### src/rtl/pwb_pkg.sv
package pwb_pkg;
  localparam int unsigned ADDR_W = 32;
  localparam int unsigned DATA_W = 32;
  localparam int unsigned BE_W   = DATA_W / 8;

  typedef struct packed {
    logic [ADDR_W-1:0] addr;
    logic [DATA_W-1:0] data;
    logic [BE_W-1:0]   be;
  } wr_entry_t;

  typedef enum logic [1:0] {
    DR_IDLE = 2'd0,
    DR_REQ  = 2'd1,
    DR_XFER = 2'd2
  } drain_st_e;
endpackage

### src/rtl/pwb_fifo.sv
module pwb_fifo
  import pwb_pkg::*;
#(
  parameter int unsigned DEPTH   = 4,
  parameter int unsigned TAG_LSB = 4
) (
  input  logic      clk,
  input  logic      rst_n,
  input  logic      wr_en,
  input  wr_entry_t wr_entry,
  input  logic      rd_en,
  output wr_entry_t head,
  output logic [ADDR_W-TAG_LSB-1:0] tags [DEPTH],
  output logic      empty,
  output logic      full
);
  localparam int unsigned PTR_W = (DEPTH > 1) ? $clog2(DEPTH) : 1;
  localparam int unsigned CNT_W = $clog2(DEPTH + 1);
  localparam logic [PTR_W-1:0] PTR_MAX = PTR_W'(DEPTH - 1);
  localparam logic [CNT_W-1:0] CNT_MAX = CNT_W'(DEPTH);

  wr_entry_t        slot_q [DEPTH];
  logic [PTR_W-1:0] wr_ptr;
  logic [PTR_W-1:0] rd_ptr;
  logic [CNT_W-1:0] count;

  function automatic logic [PTR_W-1:0] ptr_step(input logic [PTR_W-1:0] p);
    return (p == PTR_MAX) ? '0 : p + 1'b1;
  endfunction

  always_ff @(posedge clk) begin
    if (wr_en) slot_q[wr_ptr] <= wr_entry;
  end

  always_ff @(posedge clk) begin
    if (!rst_n) begin
      wr_ptr <= '0;
      rd_ptr <= '0;
      count  <= '0;
    end else begin
      if (wr_en) wr_ptr <= ptr_step(wr_ptr);
      if (rd_en) rd_ptr <= ptr_step(rd_ptr);
      unique case ({wr_en, rd_en})
        2'b10:   count <= count + 1'b1;
        2'b01:   count <= count - 1'b1;
        default: count <= count;
      endcase
    end
  end

  assign head  = slot_q[rd_ptr];
  assign empty = (count == '0);
  assign full  = (count == CNT_MAX);

  for (genvar i = 0; i < DEPTH; i++) begin : g_tag
    assign tags[i] = slot_q[i].addr[ADDR_W-1:TAG_LSB];
  end


  no_overflow_chk: assert property (@(posedge clk) disable iff (!rst_n)
    full && wr_en |-> rd_en);


  no_underflow_chk: assert property (@(posedge clk) disable iff (!rst_n)
    empty |-> !rd_en);


  cnt_keep_chk: assert property (@(posedge clk) disable iff (!rst_n)
    wr_en && rd_en |=> $stable(count));
endmodule

### src/rtl/pwb_blk_match.sv
module pwb_blk_match #(
  parameter int unsigned DEPTH = 4,
  parameter int unsigned TAG_W = 28
) (
  input  logic [TAG_W-1:0] tags [DEPTH],
  output logic             same_blk
);
  logic [DEPTH-1:0] hit;

  assign hit[0] = 1'b1;
  for (genvar i = 1; i < DEPTH; i++) begin : g_cmp
    assign hit[i] = (tags[i] == tags[0]);
  end

  assign same_blk = &hit;
endmodule

### src/rtl/pwb_drain.sv
module pwb_drain
  import pwb_pkg::*;
#(
  parameter int unsigned DEPTH = 4
) (
  input  logic clk,
  input  logic rst_n,
  input  logic empty,
  input  logic full,
  input  logic same_blk,
  input  logic ext_busy,
  input  logic bus_gnt,
  input  logic bus_ack,
  output logic bus_req,
  output logic bus_valid,
  output logic bus_burst,
  output logic bus_last,
  output logic pop
);
  localparam int unsigned BEAT_W = (DEPTH > 1) ? $clog2(DEPTH) : 1;
  localparam logic [BEAT_W-1:0] BEAT_END = BEAT_W'(DEPTH - 1);

  drain_st_e         st;
  logic              burst_q;
  logic [BEAT_W-1:0] beat_q;

  always_ff @(posedge clk) begin
    if (!rst_n) begin
      st      <= DR_IDLE;
      burst_q <= 1'b0;
      beat_q  <= '0;
    end else begin
      unique case (st)
        DR_IDLE: begin
          if (!empty && !ext_busy) begin
            st      <= DR_REQ;
            burst_q <= full && same_blk;
            beat_q  <= '0;
          end
        end
        DR_REQ: begin
          if (bus_gnt) st <= DR_XFER;
        end
        DR_XFER: begin
          if (bus_ack) begin
            if (bus_last) st <= DR_IDLE;
            else          beat_q <= beat_q + 1'b1;
          end
        end
        default: st <= DR_IDLE;
      endcase
    end
  end

  assign bus_req   = (st != DR_IDLE);
  assign bus_valid = (st == DR_XFER);
  assign bus_burst = burst_q;
  assign bus_last  = !burst_q || (beat_q == BEAT_END);
  assign pop       = bus_valid && bus_ack;


  req_idle_chk: assert property (@(posedge clk) disable iff (!rst_n)
    $rose(bus_req) |-> $past(!ext_busy));


  req_hold_chk: assert property (@(posedge clk) disable iff (!rst_n)
    bus_req && !(bus_valid && bus_ack && bus_last) |=> bus_req);


  beat_hold_chk: assert property (@(posedge clk) disable iff (!rst_n)
    bus_valid && !bus_ack |=> bus_valid && $stable(bus_burst) && $stable(bus_last));


  burst_run_chk: assert property (@(posedge clk) disable iff (!rst_n)
    bus_valid && bus_burst && bus_ack && !bus_last |=> bus_valid && bus_burst);
endmodule

### src/rtl/posted_wr_buf.sv
module posted_wr_buf
  import pwb_pkg::*;
#(
  parameter int unsigned DEPTH     = 4,
  parameter int unsigned BLK_BYTES = 16
) (
  input  logic              clk,
  input  logic              rst_n,
  input  logic              push_valid,
  output logic              push_ready,
  input  logic [ADDR_W-1:0] push_addr,
  input  logic [DATA_W-1:0] push_data,
  input  logic [BE_W-1:0]   push_be,
  input  logic              ext_busy,
  output logic              bus_req,
  input  logic              bus_gnt,
  output logic              bus_valid,
  output logic [ADDR_W-1:0] bus_addr,
  output logic [DATA_W-1:0] bus_data,
  output logic [BE_W-1:0]   bus_be,
  output logic              bus_burst,
  output logic              bus_last,
  input  logic              bus_ack,
  output logic              buf_empty,
  output logic              buf_full
);
  localparam int unsigned BLK_LSB = $clog2(BLK_BYTES);
  localparam int unsigned TAG_W   = ADDR_W - BLK_LSB;

  wr_entry_t        in_entry;
  wr_entry_t        head;
  logic [TAG_W-1:0] tags [DEPTH];
  logic             wr_en;
  logic             pop;
  logic             same_blk;

  assign in_entry = '{addr: push_addr, data: push_data, be: push_be};
  assign push_ready = !buf_full || pop;
  assign wr_en = push_valid && push_ready;

  pwb_fifo #(.DEPTH(DEPTH), .TAG_LSB(BLK_LSB)) u_store (
    .clk      (clk),
    .rst_n    (rst_n),
    .wr_en    (wr_en),
    .wr_entry (in_entry),
    .rd_en    (pop),
    .head     (head),
    .tags     (tags),
    .empty    (buf_empty),
    .full     (buf_full)
  );

  pwb_blk_match #(.DEPTH(DEPTH), .TAG_W(TAG_W)) u_match (
    .tags     (tags),
    .same_blk (same_blk)
  );

  pwb_drain #(.DEPTH(DEPTH)) u_drain (
    .clk       (clk),
    .rst_n     (rst_n),
    .empty     (buf_empty),
    .full      (buf_full),
    .same_blk  (same_blk),
    .ext_busy  (ext_busy),
    .bus_gnt   (bus_gnt),
    .bus_ack   (bus_ack),
    .bus_req   (bus_req),
    .bus_valid (bus_valid),
    .bus_burst (bus_burst),
    .bus_last  (bus_last),
    .pop       (pop)
  );

  assign bus_addr = head.addr;
  assign bus_data = head.data;
  assign bus_be   = head.be;


  data_hold_chk: assert property (@(posedge clk) disable iff (!rst_n)
    bus_valid && !bus_ack |=> $stable(bus_addr) && $stable(bus_data) && $stable(bus_be));


  empty_quiet_chk: assert property (@(posedge clk) disable iff (!rst_n)
    buf_empty |-> !bus_valid);
endmodule

### config.mk
export PLATFORM = sky130hd
export DESIGN_NAME = posted_wr_buf
export DESIGN_NICKNAME = d
export VERILOG_FILES = /design/src/rtl/pwb_pkg.sv /design/src/rtl/pwb_fifo.sv /design/src/rtl/pwb_blk_match.sv /design/src/rtl/pwb_drain.sv /design/src/rtl/posted_wr_buf.sv
export SDC_FILE = /design/constraint.sdc
export NUM_CORES = 1
export LEC_CHECK = 0
export CAP_MARGIN = 0
export CORE_ASPECT_RATIO = 0.9
export CORE_UTILIZATION = 45
export DETAILED_ROUTE_END_ITERATION = 6
export PLACE_DENSITY_LB_ADDON = 0.12
export SYNTH_ARGS = -nofsm -noshare
export SYNTH_HDL_FRONTEND = slang
export SYNTH_SLANG_ARGS = --single-unit
### constraint.sdc
create_clock -name clk -period 2.7 [get_ports clk]
set_input_delay 0.54 -clock clk [delete_from_list [all_inputs] [get_ports clk]]
set_output_delay 0.54 -clock clk [all_outputs]
set_load 0.03 [all_outputs]
# Word level (Yosys, flattened, before mapping)
# Memory sizes are Yosys's and may differ from the RTL's. A register that Yosys moved wholly into a read port is not among the register bits.
# Index checks and enable logic that the tools add are counted.
# Widths: inputs -> output; s select.
[classes] add_sub_neg=5 eq_ne=16 muxes=16 n_reduce_logical=19
[ops] op="$eq 28x28->1" n=3
[ops] op="$mux 2" n=11
[ops] op="$eq 2x2->1 const B" n=5
[ops] op="$ne 2x2->1 const B" n=4
[ops] op="$reduce_and 4->1" n=2
[ops] op="$add 2x1->2 const B" n=3
[ops] op="$pmux 2 s3" n=1
[ops] op="$pmux 3 s2" n=1
[ops] op="$reduce_bool 2->1" n=3
[ops] op="$eq 2x1->1 const B" n=2
[ops] op="$logic_and 1x1->1" n=4
[ops] op="$logic_not 1->1" n=4
[ops] op="$pmux 2 s2" n=1
[ops] op="$add 3x1->3 const B" n=1
[ops] op="$eq 3x3->1 const B" n=1
[ops] op="$logic_not 3->1" n=1
[ops] op="$reduce_and 3->1" n=1
[ops] op="$sub 3x1->3 const B" n=1
[ops] op="$logic_not 2->1" n=1
[ops] op="$logic_or 1x1->1" n=2
[ops] op="$mux 1" n=2
[ops] op="$ne 2x1->1 const B" n=1
[ops] op="$reduce_and 2->1" n=1
[word_totals] reg_bits=12 mem_bits_rw=272 inputBits=74 output_inout_bits=75 elab_cells=63 mem_count=1
[memory_table] memory="u_store.slot_q" words=4 word_bits=68 rd=5 rd_ports_with_merged_regs=1 write_ports=1 line="pwb_fifo.sv:22" text="wr_entry_t slot_q [DEPTH];"

# Longest topological paths before layout
# Gate-level depths: netlist (run 1).
[depth] ltp_word=6 depth_mapped=9 depth_no_buf=9

# Modules after synthesis
# Synthesis (run 1) repeated with hierarchy kept, for this count alone.
[hier_totals] cells_unflattened=655 area_unflattened_um2=12261.8
[by_module_without_submodules] mod="pwb_fifo" n_inst=1 cells_each=515 area_each_um2=11140.7 seq_area_each_um2=8348.0
[by_module_without_submodules] mod="pwb_blk_match" n_inst=1 cells_each=110 area_each_um2=839.6 seq_area_each_um2=0.0
[by_module_without_submodules] mod="pwb_drain" n_inst=1 cells_each=28 area_each_um2=259.0 seq_area_each_um2=100.1
[by_module_without_submodules] mod="posted_wr_buf" n_inst=1 cells_each=2 area_each_um2=22.5 seq_area_each_um2=0.0

# Least setup slack after synthesis (run 1)
# Ideal clock, no wire load.
[synth_timing] path_kind="reg2reg" start="register u_store.count[0]" end="memory u_store.slot_q[0][0] (netlist name), enable pin" t_arrival_ns=2.715 path_slack_ns=-0.579 path_stages_with_launch=4 n_path_buf=0 path_cell_list="dfxtp_1 > nor3b_1 > nand2_1 > and3_1"
[synth_between] elab_chain_cells=6
[synth_rtl] item="from (decl)" line="pwb_fifo.sv:25" text="logic [CNT_W-1:0] count;"
[synth_rtl] item="from (signal assigned)" line="pwb_fifo.sv:44" text="2'b10: count <= count + 1'b1;"
[synth_rtl] item="from (signal assigned)" line="pwb_fifo.sv:45" text="2'b01: count <= count - 1'b1;"
[synth_rtl] item="from (signal assigned)" line="pwb_fifo.sv:46" text="default: count <= count;"
[synth_rtl] item="$eq 3x3->1" line="pwb_fifo.sv:53" text="assign full = (count == CNT_MAX);"
[synth_rtl] item="net buf_full" line="posted_wr_buf.sv:25" text="output logic buf_full"
[synth_rtl] item="$logic_not 1->1" line="posted_wr_buf.sv:38" text="assign push_ready = !buf_full || pop;"
[synth_rtl] item="$logic_or 1x1->1" line="posted_wr_buf.sv:38"
[synth_rtl] item="net push_ready" line="posted_wr_buf.sv:10" text="output logic push_ready,"
[synth_rtl] item="$logic_and 1x1->1" line="posted_wr_buf.sv:39" text="assign wr_en = push_valid && push_ready;"
[synth_rtl] item="$mux 1" line="pwb_fifo.sv:32" text="if (wr_en) slot_q[wr_ptr] <= wr_entry;"
[synth_rtl] item="$mux 1 (implied by the code)" line="pwb_fifo.sv:32"
[synth_rtl] item="to (decl)" line="pwb_fifo.sv:22"
# The timed path passes the listed nets, and every way through them passes these cells.

==> results of run 1 <==
[critical path: cells and delay by family (launching register included)]
kind | cells | cell delay, ns
buffers and inverters | 2 | 0.59
multiplexers | 1 | 0.56
flip-flops | 1 | 0.41
[Yosys cell counts, types with 2 or more instances]
cell / number
and3_1: 20
dfxtp_1: 14
xnor2_1: 35
buf_2: 6
nor2_1: 2
inv_1: 6
o21ai_0: 2
nor3b_1: 2
nand3_1: 7
nand4_1: 9
and2_1: 4
xor2_1: 4
o22ai_1: 8
edfxtp_1: 272
buf_1: 3
a21oi_1: 2
nor3_1: 20
a21boi_1: 5
nor2b_1: 2
nor4_1: 5
ha_1: 7
mux4_2: 68
o211ai_1: 2
clkbuf_1: 8
or3_1: 7
nand2_1: 11
nand3b_1: 2
[path summary, 6_finish.rpt]
path                                        start          endpoint  slack [ns]  cells past startpoint
worst max-delay path                     register      bus_data[18]        0.03                      3
worst min-delay path            u_store.rd_ptr[1]          register        0.47                      2
worst max register to register   u_store.count[0]  u_store.count[2]        0.50                      9
worst min register to register  u_store.rd_ptr[1]          register        0.47                      2
[registers in the layout (all words and copies together) (netlist names), named ones only]
| signal | cells |
|---|---|
| u_drain.beat_q | 2 |
| u_store.count | 3 |
| u_drain.bus_burst | 1 |
| u_drain.st | 2 |
| u_store.slot_q | 272 |
| u_store.rd_ptr | 2 |
| u_store.wr_ptr | 2 |
[kinds of logic after synthesis]
logic type                 Yosys count  synth area share
muxes                               69             0.137
xor gates and xnor gates            39            0.0303
adders and majority gates            8           0.00956
AOI/OAI and AO/OA                   25            0.0154
and+or+nand+nor                     96            0.0488
DFF                                286             0.750
buffers and inverters               24           0.00867
[final cells by class]
type                       count  share of cell area
sequential                   286               0.592
multi-input combinational    237               0.192
timing repair buffer         175               0.115
clock buffer                  43              0.0602
tap                          336              0.0295
clock inverter                13             0.00850
inverter                       7             0.00184
antenna                        1            0.000175
[metal layers]
metal | vias up | wire length [um] | share of wire | GRT usage
li1 | 2666 | - | - | -
met1 | 2981 | 9930 | 0.42 | 0.257
met2 | 186 | 11500 | 0.49 | 0.315
met3 | 41 | 1480 | 0.063 | 0.0378
met4 | 2 | 462 | 0.020 | 0.0433
met5 | - | 8 | 0.00034 | 0
[through the flow]
step	cells	instance area (um^2)	power, mW
6_report	1098	14300	10.0
5_1_grt	1097	14300	10.3
4_1_cts	1097	14400	10.1
3_5_place_dp	1041	13400	6.19
3_3_place_gp	1041	13400	6.16
2_1_floorplan	547	11300	5.71
[where the power goes]
part	leakage, nW	switching (mW)	total, mW	internal [mW]
registers	2.61	0.0860	5.14	5.06
clock network	0.486	1.58	3.97	2.39
logic	1.56	0.503	0.887	0.384
[what timing repair did]
item | in CTS | in global routing
hold endpoints to repair | 0 | 0
hold buffers | 0 | 0
endpoints found under the setup margin | 56 | 48
gates resized for setup | 76 | 51
gates cloned | 0 | 0
pin swaps | 0 | 0
==> qor_table.md, run 1 <==
| Group | Result | This run |
| --- | --- | --- |
| power and ir drop | Static Leak | 4.66 nW |
| floorplan | Top-level I/O count | 149 |
| sta | Setup skew after layout | 0.0187 ns |
| critical path | Startpoint types | register |
| power and ir drop | Power Density | 700 nW/um^2 |
| placed design | RePlAce Congestion | 0.773 |
| cts | Skew-Pair Late Insertion Delay | 0.55 ns |
| floorplan | Total number of placement rows | 54 |
| grt | Initial antenna violation count | 2 |
| synth | Library cell occupying the most area in the post-synthesis netlist | edfxtp_1 |
| critical path | Maximum cell stage delay along the critical path | 0.56 ns |
| synth | Number of synthesized flops with an enable pin | 272 |
| synth | Cell area after synthesis | 11,300 um^2 |
| synth | Post-synth top area share | 0.725 |
| synth | Most used flip-flop cell after synthesis | edfxtp_1 |
| routing | Detail Route Antenna Nets | 0 |
| floorplan | Initial core utilization | 0.462 |
| floorplan | Die width | 169 um |
| cts | CTS tree | yes |
| floorplan | Total Die Area | 25,700 um^2 |
| grt | GRT Resource Usage Total | 0.189 |
| worst hold path | Class of the worst hold path | register to register |
| sta | Endpoints failing setup | 0 |
| critical path | Endpoint class of the critical path | primary output |
| synth | Mean post-synth cell area | 20.6 um^2 |
| synth | Cells after Synth | 547 |
| synth | Post-synthesis async set-or-reset flop share | 0 |
| floorplan | Height of the chip | 152 um |
| layout | FF/Latch Area | 8460 um^2 |
| sta | Final count of hold timing violations | 0 |
| critical path | Endpoint required time on the critical path | 2.16 ns |
| layout | Number of inserted filler cells in the final layout | 1,817 |
| synth | Total nets after synthesis | 629 |
| sta | Final WS setup | 0.0319 ns |
| synth | Cells taking the most area after synthesis | edfxtp_1 (73%), mux4_2 (14%), xnor2_1 (2.7%) |
| cts | Clock Path Buffers | 3 |
| sta | Setup repair after global routing missed its margin | yes |
| synth | Warning count from the yosys run | 0 |
| critical path | Arrival time worst endpoint | 2.13 ns |
| sta | Sum of negative setup slack | 0 ns |
| critical path | Slowest stage cell, crit path | mux4_2 |
| critical path | Critical path class | register to primary output |
| layout | Layout Nets | 819 |
| routing | Initial DRT Pass Iterations | 5 |
| sta | Max Freq | 0.375 GHz |
| synth | Count of cell types in the netlist | 41 |
| outcome | Outcome | finished, final reports clean |
| cts | Total clock sinks | 286 |
| cts | Setup bufs post-CTS | 0 |
| placed design | Number of buffers inserted by port buffering | 148 |
| routing | Mean number of vias per cell | 5.35 |
| placed design | Pre-CTS worst setup slack | 0.0809 ns |
| grt | Largest net degree at the start of global routing | 30 |
| layout | Most common cell after layout, fill and taps aside | edfxtp_1 |
| routing | Total number of vias | 5,876 |
| critical path | Worst-path cell chain | buf_16 -> mux4_2 -> clkdlybuf4s15_1 |
| routing | Post-detailed-route DRC marker count | 0 |
| routing | WL/cell | 21.3 um |
| sta | Fin. max-slew vios | 0 |
| layout | Layout overhead on the synthesized area | 26.8% |
| routing | Final WL | 23,400 um |
| grt | Vias in the first global route | 6,305 |
| sta | Worst slew slack as a fraction of its limit | 0.673 |
| layout | Area of the multi-input gates | 2750 um^2 |
| grt | Global route total overflow | 0 |
| grt | Wire length of the first global-routing pass | 36,300 um |
| synth | Flops & latches, synth | 286 |
| cts | Deepest level of the CTS H-tree | 1 |
| floorplan | Core box area | 24,400 um^2 |
| sta | Slew at the pin closest to its max-slew limit | 0.486 ns |
| power and ir drop | IR drop worst, VDD | 465 uV |
| critical path | Maximum fanout along the worst path | 23 |
| sta | Worst hold slack after final layout | 0.468 ns |
| sta | Shortest period the worst path allows | 2.67 ns |
| cts | Clk slew on worst S/H paths | 0.06 ns |
| synth | Part of the Yosys area used for sequential elements | 0.750 |
| placed design | DPL Wire Length | 15,700 um |
| cts | Clk root buf | clkbuf_16 |
| layout | Commonest cells after routing, fill and taps aside | edfxtp_1 (272), clkdlybuf4s50_1 (79), mux4_2 (68), xnor2_1 (35), clkbuf_16 (30) |
| sta | Final worst-path cycle share | 0.988 |
| layout | Layout cells sized above 1 | 0.256 |
| job | Max-cap viol count | 0 |
| layout | Layout Utilization | 0.585 |
| routing | Starting DRT DRC Count | 385 |
| cts | Number of CTS-inserted buffers | 30 |
(Power assumes the default switching activity.)
==> run 2, diff against run 1 <==
--- a/config.mk
+++ b/config.mk
@@ -7,6 +7,7 @@
 export LEC_CHECK = 0
 export CAP_MARGIN = 0
 export CORE_ASPECT_RATIO = 0.9
+export CORE_MARGIN = 4
 export CORE_UTILIZATION = 45
 export DETAILED_ROUTE_END_ITERATION = 6
 export PLACE_DENSITY_LB_ADDON = 0.12
==> qor_table.md, run 2 (synthesis gave the netlist of run 1 again) <==
| Group | Result | This run |
| --- | --- | --- |
| outcome | Outcome | finished, final reports clean |
| floorplan | Die width | 175 um |
| worst hold path | Class of the worst hold path | register to register |
| placed design | Area of placed instances | 13,400 um^2 |
| cts | Clock Path Buffers | 3 |
| layout | Area of the multi-input gates | 2750 um^2 |
| routing | Initial DRT Pass Iterations | 4 |
| routing | Mean number of vias per cell | 5.43 |
| power and ir drop | Power Density | 701 nW/um^2 |
| layout | Layout Nets | 826 |
| power and ir drop | IR drop worst, VDD | 399 uV |
| critical path | Critical path class | register to primary output |
| routing | Post-detailed-route DRC marker count | 0 |
| sta | Shortest period the worst path allows | 2.63 ns |
| sta | Final WS setup | 0.0693 ns |
| sta | Final count of hold timing violations | 0 |
| critical path | Register-to-Register Setup Slack | 0.48 ns |
| sta | Endpoints failing setup | 0 |
| layout | Design Area, Final | 14,300 um^2 |
| placed design | RePlAce Congestion | 0.772 |
| floorplan | Core box area | 24,500 um^2 |
| cts | Clk slew on worst S/H paths | 0.06 ns |
| worst hold path | Endpoint with the worst hold slack | u_store.rd_ptr[1] |
| worst hold path | Cell depth of the worst min-delay path | 2 |
| layout | Filler-free cell count of the finished design | 1,097 |
| layout | Number of diodes added for antenna fixing | 0 |
| sta | Setup repair after global routing missed its margin | no |
| placed design | Placed cell count | 1,033 |
| critical path | Worst R2R Start | u_store.count[0] |
| layout | Top Registers | u_store.slot_q (272), u_store.count (3) |
| critical path | Endpoint required time on the critical path | 2.16 ns |
| layout | Number of inserted filler cells in the final layout | 1,845 |
| critical path | Endpoint class of the critical path | primary output |
| sta | Final worst-path cycle share | 0.974 |
| critical path | Arrival time worst endpoint | 2.09 ns |
| cts | CTS tree | yes |
| cts | Total clock sinks | 286 |
| layout | Number of flip-flops under the largest register name | 272 |
| floorplan | Total number of placement rows | 54 |
| job | Max-cap viol count | 0 |
| cts | Deepest level of the CTS H-tree | 1 |
| placed design | DPL Wire Length | 15,500 um |
| grt | Vias in the first global route | 6,221 |
| layout | FF/Latch Area | 8460 um^2 |
| sta | Worst slew slack as a fraction of its limit | 0.664 |
| sta | Worst hold slack after final layout | 0.482 ns |
| routing | Starting DRT DRC Count | 375 |
| routing | Total number of vias | 5,961 |
| layout | Commonest cells after routing, fill and taps aside | edfxtp_1 (272), clkdlybuf4s50_1 (79), mux4_2 (68), clkbuf_2 (42), xnor2_1 (35) |
| sta | Slew at the pin closest to its max-slew limit | 0.499 ns |
| critical path | Startpoint types | register |
| placed design | Number of buffers inserted by port buffering | 148 |
| critical path | Maximum fanout along the worst path | 12 |
| floorplan | Top-level I/O count | 149 |
| layout | Top register by number of flip-flops | u_store.slot_q |
| critical path | Reg-to-reg endpoint | u_store.count[2] |
| sta | Sum of negative setup slack | 0 ns |
| grt | Largest net degree at the start of global routing | 55 |
| cts | Clk root buf | clkbuf_16 |
| cts | Number of CTS-inserted buffers | 29 |
| grt | Wire length of the first global-routing pass | 36,200 um |
| layout | Layout Utilization | 0.585 |
| layout | Layout overhead on the synthesized area | 27.1% |
| routing | WL/cell | 22.0 um |
| layout | Layout cells sized above 1 | 0.276 |
| sta | Setup skew after layout | 0.00936 ns |
| critical path | Cell count of the worst reg-to-reg path | 9 |
| cts | Skew-Pair Late Insertion Delay | 0.53 ns |
| power and ir drop | Static Leak | 4.69 nW |
| floorplan | Total Die Area | 27,600 um^2 |
| worst hold path | Worst min-delay path startpoint | u_store.rd_ptr[1] |
| layout | Most common cell after layout, fill and taps aside | edfxtp_1 |
| routing | Detail Route Antenna Nets | 0 |
| routing | Final WL | 24,200 um |
| grt | Global route total overflow | 0 |
| power and ir drop | Overall power consumption | 10.0 mW |
| placed design | Pre-CTS worst setup slack | 0.0353 ns |
| grt | GRT Resource Usage Total | 0.170 |
| sta | Max Freq | 0.380 GHz |
| grt | Initial antenna violation count | 2 |
| floorplan | Initial core utilization | 0.460 |
| floorplan | Height of the chip | 158 um |
| sta | Fin. max-slew vios | 0 |
[run 2: repair_timing]
item,in CTS,in global routing
gates cloned,0,2
setup endpoints to repair,55,47
hold buffers,0,0
gates resized for setup,55,95
buffers inserted,0,14
[run 2: critical path, stage by stage, from the launching register on]
cell and delay (ns):
dfxtp_4 0.44, clkbuf_16 0.23, mux4_2 0.52, clkdlybuf4s15_1 0.36
[run 2: metal layers]
| metal | vias to the layer above | GRT usage | wire (um) |
|---|---|---|---|
| met4 | 4 | 0.0325 | 368 |
| met1 | 3088 | 0.233 | 10400 |
| li1 | 2669 | - | - |
| met3 | 32 | 0.0420 | 1580 |
| met5 | - | 0 | 21 |
| met2 | 168 | 0.286 | 11800 |
[run 2: worst max path at each step]
stage | from | endpoint | slack (ns)
finish | register | bus_be[1] | 0.07
global route | register | bus_addr[4] | 0.005
CTS | register | bus_data[13] | -0.06
detailed placement | bus_ack | u_store.count[2] | 0.04
global placement | bus_ack | u_store.count[2] | 0.13
floorplan | u_store.count[0] | u_store.count[2] | 0.16
[run 2: power breakdown]
part           total [mW]  leakage (nW)  switching [mW]  internal (mW)
sequential           5.15          2.61          0.0877           5.06
combinational       0.896          1.61           0.506          0.389
clock                3.99         0.464            1.57           2.43
[run 2: area by class of cell]
type | instances | area share
Tap cell | 336 | 0.0294
Inverter | 7 | 0.00184
Clock inverter | 14 | 0.0140
Timing Repair Buffer | 183 | 0.120
Clock buffer | 34 | 0.0520
Sequential cell | 286 | 0.591
Multi-Input combinational cell | 237 | 0.192
